## src/rtl/pwm4_shadow_timer.sv

```systemverilog
module pwm4_shadow_timer #(
  parameter int CW  = 12,
  parameter int DW  = 16,
  parameter int NCH = 4
) (
  input  logic          clk,
  input  logic          rst_n,
  input  logic          cnt_en,
  input  logic          wr_en,
  input  logic [3:0]    addr,
  input  logic [DW-1:0] wdata,
  output logic [DW-1:0] rdata,
  input  logic          brk_in,
  input  logic          cap_in,
  output logic [3:0]    pwm_out
);
  localparam logic [CW-1:0] TOP = '1;
  localparam int PAD = DW - CW;

  logic [CW-1:0]          cnt_q, reload_q, cap_q;
  logic [NCH-1:0][CW-1:0] duty_q, sduty_q;
  logic [NCH-1:0]         oe_q, pol_q, spol_q, brk_pat_q;
  logic                   cap_fall_q, xfer_q, brk_en_q, brk_act_q, ovf_f_q, cap_f_q;
  logic [1:0]             brk_s;
  logic [2:0]             cap_s;

  wire ovf_ev   = cnt_en && (cnt_q == TOP);
  wire xfer_ev  = ovf_ev && xfer_q;
  wire wr_brk   = wr_en && addr == 4'd3;
  wire wr_stat  = wr_en && addr == 4'd4;
  wire cap_edge = cap_fall_q ? (cap_s[2] & ~cap_s[1]) : (~cap_s[2] & cap_s[1]);

  always_ff @(posedge clk or negedge rst_n) begin
    if (!rst_n) begin
      cnt_q <= '0; reload_q <= '0; cap_q <= '0;
      duty_q <= '0; sduty_q <= '0;
      oe_q <= '0; pol_q <= '0; spol_q <= '0; brk_pat_q <= '0;
      cap_fall_q <= 1'b0; xfer_q <= 1'b1; brk_en_q <= 1'b0;
      brk_act_q <= 1'b0; ovf_f_q <= 1'b0; cap_f_q <= 1'b0;
      brk_s <= '0; cap_s <= '0;
    end else begin
      brk_s <= {brk_s[0], brk_in};
      cap_s <= {cap_s[1:0], cap_in};

      if (cnt_en) cnt_q <= (cnt_q == TOP) ? reload_q : cnt_q + 1'b1;

      if (xfer_ev) begin
        sduty_q <= duty_q;
        spol_q  <= pol_q;
        xfer_q  <= 1'b0;
      end

      if (ovf_ev) ovf_f_q <= 1'b1;
      else if (wr_stat && wdata[0]) ovf_f_q <= 1'b0;

      if (cap_edge && !cap_f_q) begin
        cap_q   <= cnt_q;
        cap_f_q <= 1'b1;
      end else if (wr_stat && wdata[1]) cap_f_q <= 1'b0;

      if (brk_en_q && brk_s[1]) brk_act_q <= 1'b1;
      else if (wr_brk && wdata[5]) brk_act_q <= 1'b0;

      if (wr_en) begin
        case (addr)
          4'd0: begin
            oe_q       <= wdata[3:0];
            pol_q      <= wdata[7:4];
            cap_fall_q <= wdata[8];
          end
          4'd1: reload_q <= wdata[CW-1:0];
          4'd2: xfer_q   <= wdata[0];
          4'd3: begin
            brk_pat_q <= wdata[3:0];
            brk_en_q  <= wdata[4];
          end
          4'd8, 4'd9, 4'd10, 4'd11: duty_q[addr[1:0]] <= wdata[CW-1:0];
          default: ;
        endcase
      end
    end
  end

  always_comb begin
    case (addr)
      4'd0:    rdata = {7'd0, cap_fall_q, pol_q, oe_q};
      4'd1:    rdata = {{PAD{1'b0}}, reload_q};
      4'd2:    rdata = {{(DW-1){1'b0}}, xfer_q};
      4'd3:    rdata = {10'd0, brk_act_q, brk_en_q, brk_pat_q};
      4'd4:    rdata = {14'd0, cap_f_q, ovf_f_q};
      4'd5:    rdata = {{PAD{1'b0}}, cnt_q};
      4'd6:    rdata = {{PAD{1'b0}}, cap_q};
      4'd8, 4'd9, 4'd10, 4'd11: rdata = {{PAD{1'b0}}, duty_q[addr[1:0]]};
      default: rdata = '0;
    endcase
  end

  for (genvar i = 0; i < NCH; i++) begin : g_ch
    wire raw = oe_q[i] ? (cnt_q < sduty_q[i]) : (cnt_q == sduty_q[i]);
    assign pwm_out[i] = brk_act_q ? brk_pat_q[i] : (raw ^ spol_q[i]);
  end
endmodule

```

## config.mk

```make
export PLATFORM = sky130hd
export DESIGN_NAME = pwm4_shadow_timer
export DESIGN_NICKNAME = d
export VERILOG_FILES = /design/src/rtl/pwm4_shadow_timer.sv
export SDC_FILE = /design/constraint.sdc
export NUM_CORES = 1
export LEC_CHECK = 0
export BUFFER_PORTS_ARGS = -buffer_cell sky130_fd_sc_hd__buf_2
export CAP_MARGIN = 20
export CORE_ASPECT_RATIO = 1.25
export CORE_MARGIN = 3
export CORE_UTILIZATION = 57
export CTS_CLUSTER_DIAMETER = 200
export DETAILED_ROUTE_END_ITERATION = 8
export PLACE_DENSITY = 0.75
export SYNTH_ARGS = -nofsm -noshare
export SYNTH_HDL_FRONTEND = slang
export SYNTH_SLANG_ARGS = --single-unit
```

## constraint.sdc

```tcl
create_clock -name clk -period 3.2 [get_ports clk]
set_clock_uncertainty 0.1 [all_clocks]
set_input_delay 0.64 -clock clk [delete_from_list [all_inputs] [get_ports clk]]
set_output_delay 0.64 -clock clk [all_outputs]
set_load 0.02 [all_outputs]
```

==> impl_metrics.py <==
metrics = {
    "run": {
        "maxCapViolations": 0,
    },
    "detailed_routing": {
        "drt_wl_total_mm": 23.21,
        "wl_per_cell_microns": 22.71,
        "vias_per_cell": 6.373,
        "drt_pass1_iterations": 8,
        "drc": 0,
        "drtIter0Drc": 825,
        "antenna_left": 0,
        "vias": 6513,
    },
    "finish": {
        "drive_above_1_share": 0.3329,
        "antenna_cells": 0,
        "layout.nets": 906,
        "area_delta_synth_final_pct": 15.83,
    },
    "synth": {
        "synth-seq-cells": 159,
        "synth.most_common_cell": "dfrtp_1",
        "syn_avg_cell_area_sq_um": 11.23,
        "yosys_warnings": 0,
        "syn_area_sq_mm": 0.008537,
        "synth_area_leaders": "dfrtp_1, mux2_2, ha_1",
        "synth_edf_count": 0,
        "netlist_instances": 760,
        "ys_seq_area_frac": 0.4662,
        "synth_ff_type": "dfrtp_1",
        "yosys.area.top_type": "dfrtp_1",
        "yosysTopAreaCellShare": 0.4631,
        "async_reset_ff_frac": 1.000,
        "synth_cell_type_count": 50,
        "synth_common_cells": "dfrtp_1, mux2_2, nand2_1",
    },
    "grt": {
        "grt_max_degree": 62,
        "grtUsageTotal": 0.2892,
        "gr-total-overflow": 0,
        "grt_pass1_vias": 6685,
        "grt_first_pass_wirelength_mm": 36.07,
        "antenna_found_initial": 0,
    },
    "clock_tree": {
        "cts_sinks": 159,
        "clk-insertion-delay-late_ps": 430,
        "cts_buffers": 17,
        "cts_max_path_buffers": 2,
        "ctsHoldBuffers": 0,
        "h-tree-depth": 4,
        "cts_root_buf": "clkbuf_16",
        "cts_tree": "yes",
        "clk_transition_reported_paths_ps": 70,
    },
    "setup_path": {
        "startpoint_type": "flop",
        "endpoint_kind": "output port",
        "cp.required_ps": 2460,
        "slowest_delay_ps": 510,
        "slowest_stage": "dfrtp_2",
        "worstPathMaxFanout": 5,
        "arrival_ps": 2720,
        "critPathTopFamily": "simple AND/OR/NAND/NOR gates",
        "crit_type": "flop to output port",
        "cp.buffers_inverters": 1,
        "cp_cell_sequence": "ha_4 > nand4_1 > nor4_2 > nor3b_2 > a222oi_1 > nand3_1 > buf_6",
    },
    "floorplanning": {
        "dieWidth_microns": 115.5,
        "die-area_sq_mm": 0.01649,
        "die_y_microns": 142.8,
        "core_sq_mm": 0.01453,
        "num_rows": 49,
        "ios": 46,
        "start_util": 0.5875,
    },
    "pwr": {
        "finalPower_mw": 5.988,
        "ir_drop_uv": 441.4,
        "p_leak_nw": 4.506,
        "power_density_mw_per_mm2": 605.5,
    },
    "timing": {
        "rsz0062_at_grt": "true",
        "final.setup.tns_ps": -498.0,
        "finalSetupViolCount": 4,
        "clock.fmax_mhz": 289.2,
        "finalHoldViolations": 0,
        "worst_pin_slew_ps": 693.6,
        "finalCriticalPeriod_ps": 3458,
        "min_period_over_period": 1.081,
        "relSlewSlack": 0.5363,
        "fin_ws_ps": -257.9,
        "maxSlewViolCount": 0,
    },
    "min_path": {
        "min_path_type": "input port to async pin",
    },
    "placement": {
        "numPortBuffers": 37,
        "hpwl_mm": 16.13,
        "gp_congestion": 0.9256,
    },
    "run_status": {
        "violations": "negative setup slack",
        "status": "finished, violations left",
    },
}
==> cell families (layout without fill, tap and decap cells) <==
group                      after synthesis  after routing  share of synthesized area
and+or+nand+nor                        188            188                     0.1111
DFF                                    159            159                     0.4662
AOI/OAI and AO/OA                      153            153                     0.1266
muxes                                  118            118                     0.1707
buffers and inverters                   92            173                    0.05305
adders and majority gates               49             49                    0.07182
other                                    1              4                  0.0004393
==> report_power, final <==
group	switching [mW]	internal, mW
combinational	0.585	0.579
clock	0.859	1.24
sequential	0.393	2.33
total	1.84	4.15
==> cell type report <==
type | instances | area [sq um]
fill | 1022 | 4642
multi-input combinational | 512 | 4263
sequential | 159 | 3994
timing repair buffer | 87 | 600.6
clock buffer | 18 | 439.2
tap | 178 | 222.7
inverter | 54 | 202.7
clock inverter | 14 | 166.4
==> per-stage QoR <==
step	area, sq um	cells	worst slack (ps)	hold WS, ps	utilization
2_1_floorplan	8548	763	548.0	231.2	-
3_3_place_gp	8997	974	93.45	232.3	0.6192
3_5_place_dp	8997	974	61.41	234.7	0.6192
4_1_cts	9787	1018	-39.24	103.0	0.6736
5_1_grt	9888	1022	-313.0	115.9	0.6805
6_report	9888	1022	-257.9	80.02	0.6805
==> metal layers <==
layer / global-route usage / share of wire / vias to the layer above / routed length, microns
met5: 0 / 0 / - / 0
met2: 0.4857 / 0.50 / 277 / 11630
met1: 0.3709 / 0.41 / 3293 / 9476
met3: 0.05045 / 0.055 / 57 / 1286
met4: 0.1180 / 0.035 / 0 / 812
li1: - / - / 2886 / -
==> flip-flops by register name, summed over array words and instances (netlist names) <==
signal / flops
cap_s: 3
cnt_q: 12
reload_q: 12
cap_q: 12
sduty_q: 48
cap_f_q: 1
brk_s: 2
spol_q: 4
oe_q: 4
brk_pat_q: 4
duty_q: 48
brk_en_q: 1
brk_act_q: 1
cap_fall_q: 1
ovf_f_q: 1
xfer_q: 1
pol_q: 4
==> worst register-to-register path, cell delays in order, from the launching register on <==
cell and delay (ps):
dfrtp_2 470, buf_4 180, ha_1 260, nand2_1 90, nor2_2 250, and3_4 590, buf_4 350, nand2_1 100
o21ai_2 60
==> layout by cell type (no fill, tap or decap), types with 9 or more instances in the layout <==
master / netlist / layout
buf_4: 9 / 48
nor2_1: 27 / 27
nor2b_1: 9 / 9
a21oi_1: 38 / 38
nand2_1: 78 / 78
dfrtp_2: 0 / 11
a22oi_1: 10 / 10
inv_1: 54 / 53
ha_1: 49 / 40
mux4_2: 13 / 13
o21ai_0: 19 / 19
mux2_1: 12 / 12
nand3_1: 19 / 19
nand4_1: 15 / 15
mux2i_1: 14 / 14
ha_4: 0 / 9
clkbuf_16: 0 / 17
dfrtp_1: 158 / 147
o21ai_2: 36 / 36
mux2_2: 79 / 79
buf_2: 14 / 34
nor3_1: 9 / 9
==> path summary, 6_finish.rpt <==
check	start	to	slack, ps	cells past startpoint
max in group asynchronous	rst_n	duty_q[35]$_DFFE_PN0P_	1980	2
min in group clk	cap_in	cap_s[0]$_DFF_PN0_	210	1
setup / recovery	cnt_q[10]$_DFFE_PN0P_	pwm_out[3]	-260	7
setup reg to reg	cnt_q[1]$_DFFE_PN0P_	sduty_q[11]$_DFFE_PN0P_	680	8
hold / removal	rst_n	cnt_q[0]$_DFFE_PN0P_	80	1
hold reg to reg	brk_s[0]$_DFF_PN0_	brk_s[1]$_DFF_PN0_	250	0
==> what timing repair did <==
item	4_1_cts	5_1_grt
pin swaps	10	10
gates resized for setup	21	8
setup buffers	12	4
endpoints found under the setup margin	4	8
No activity file was read; power rests on OpenSTA's default activity.
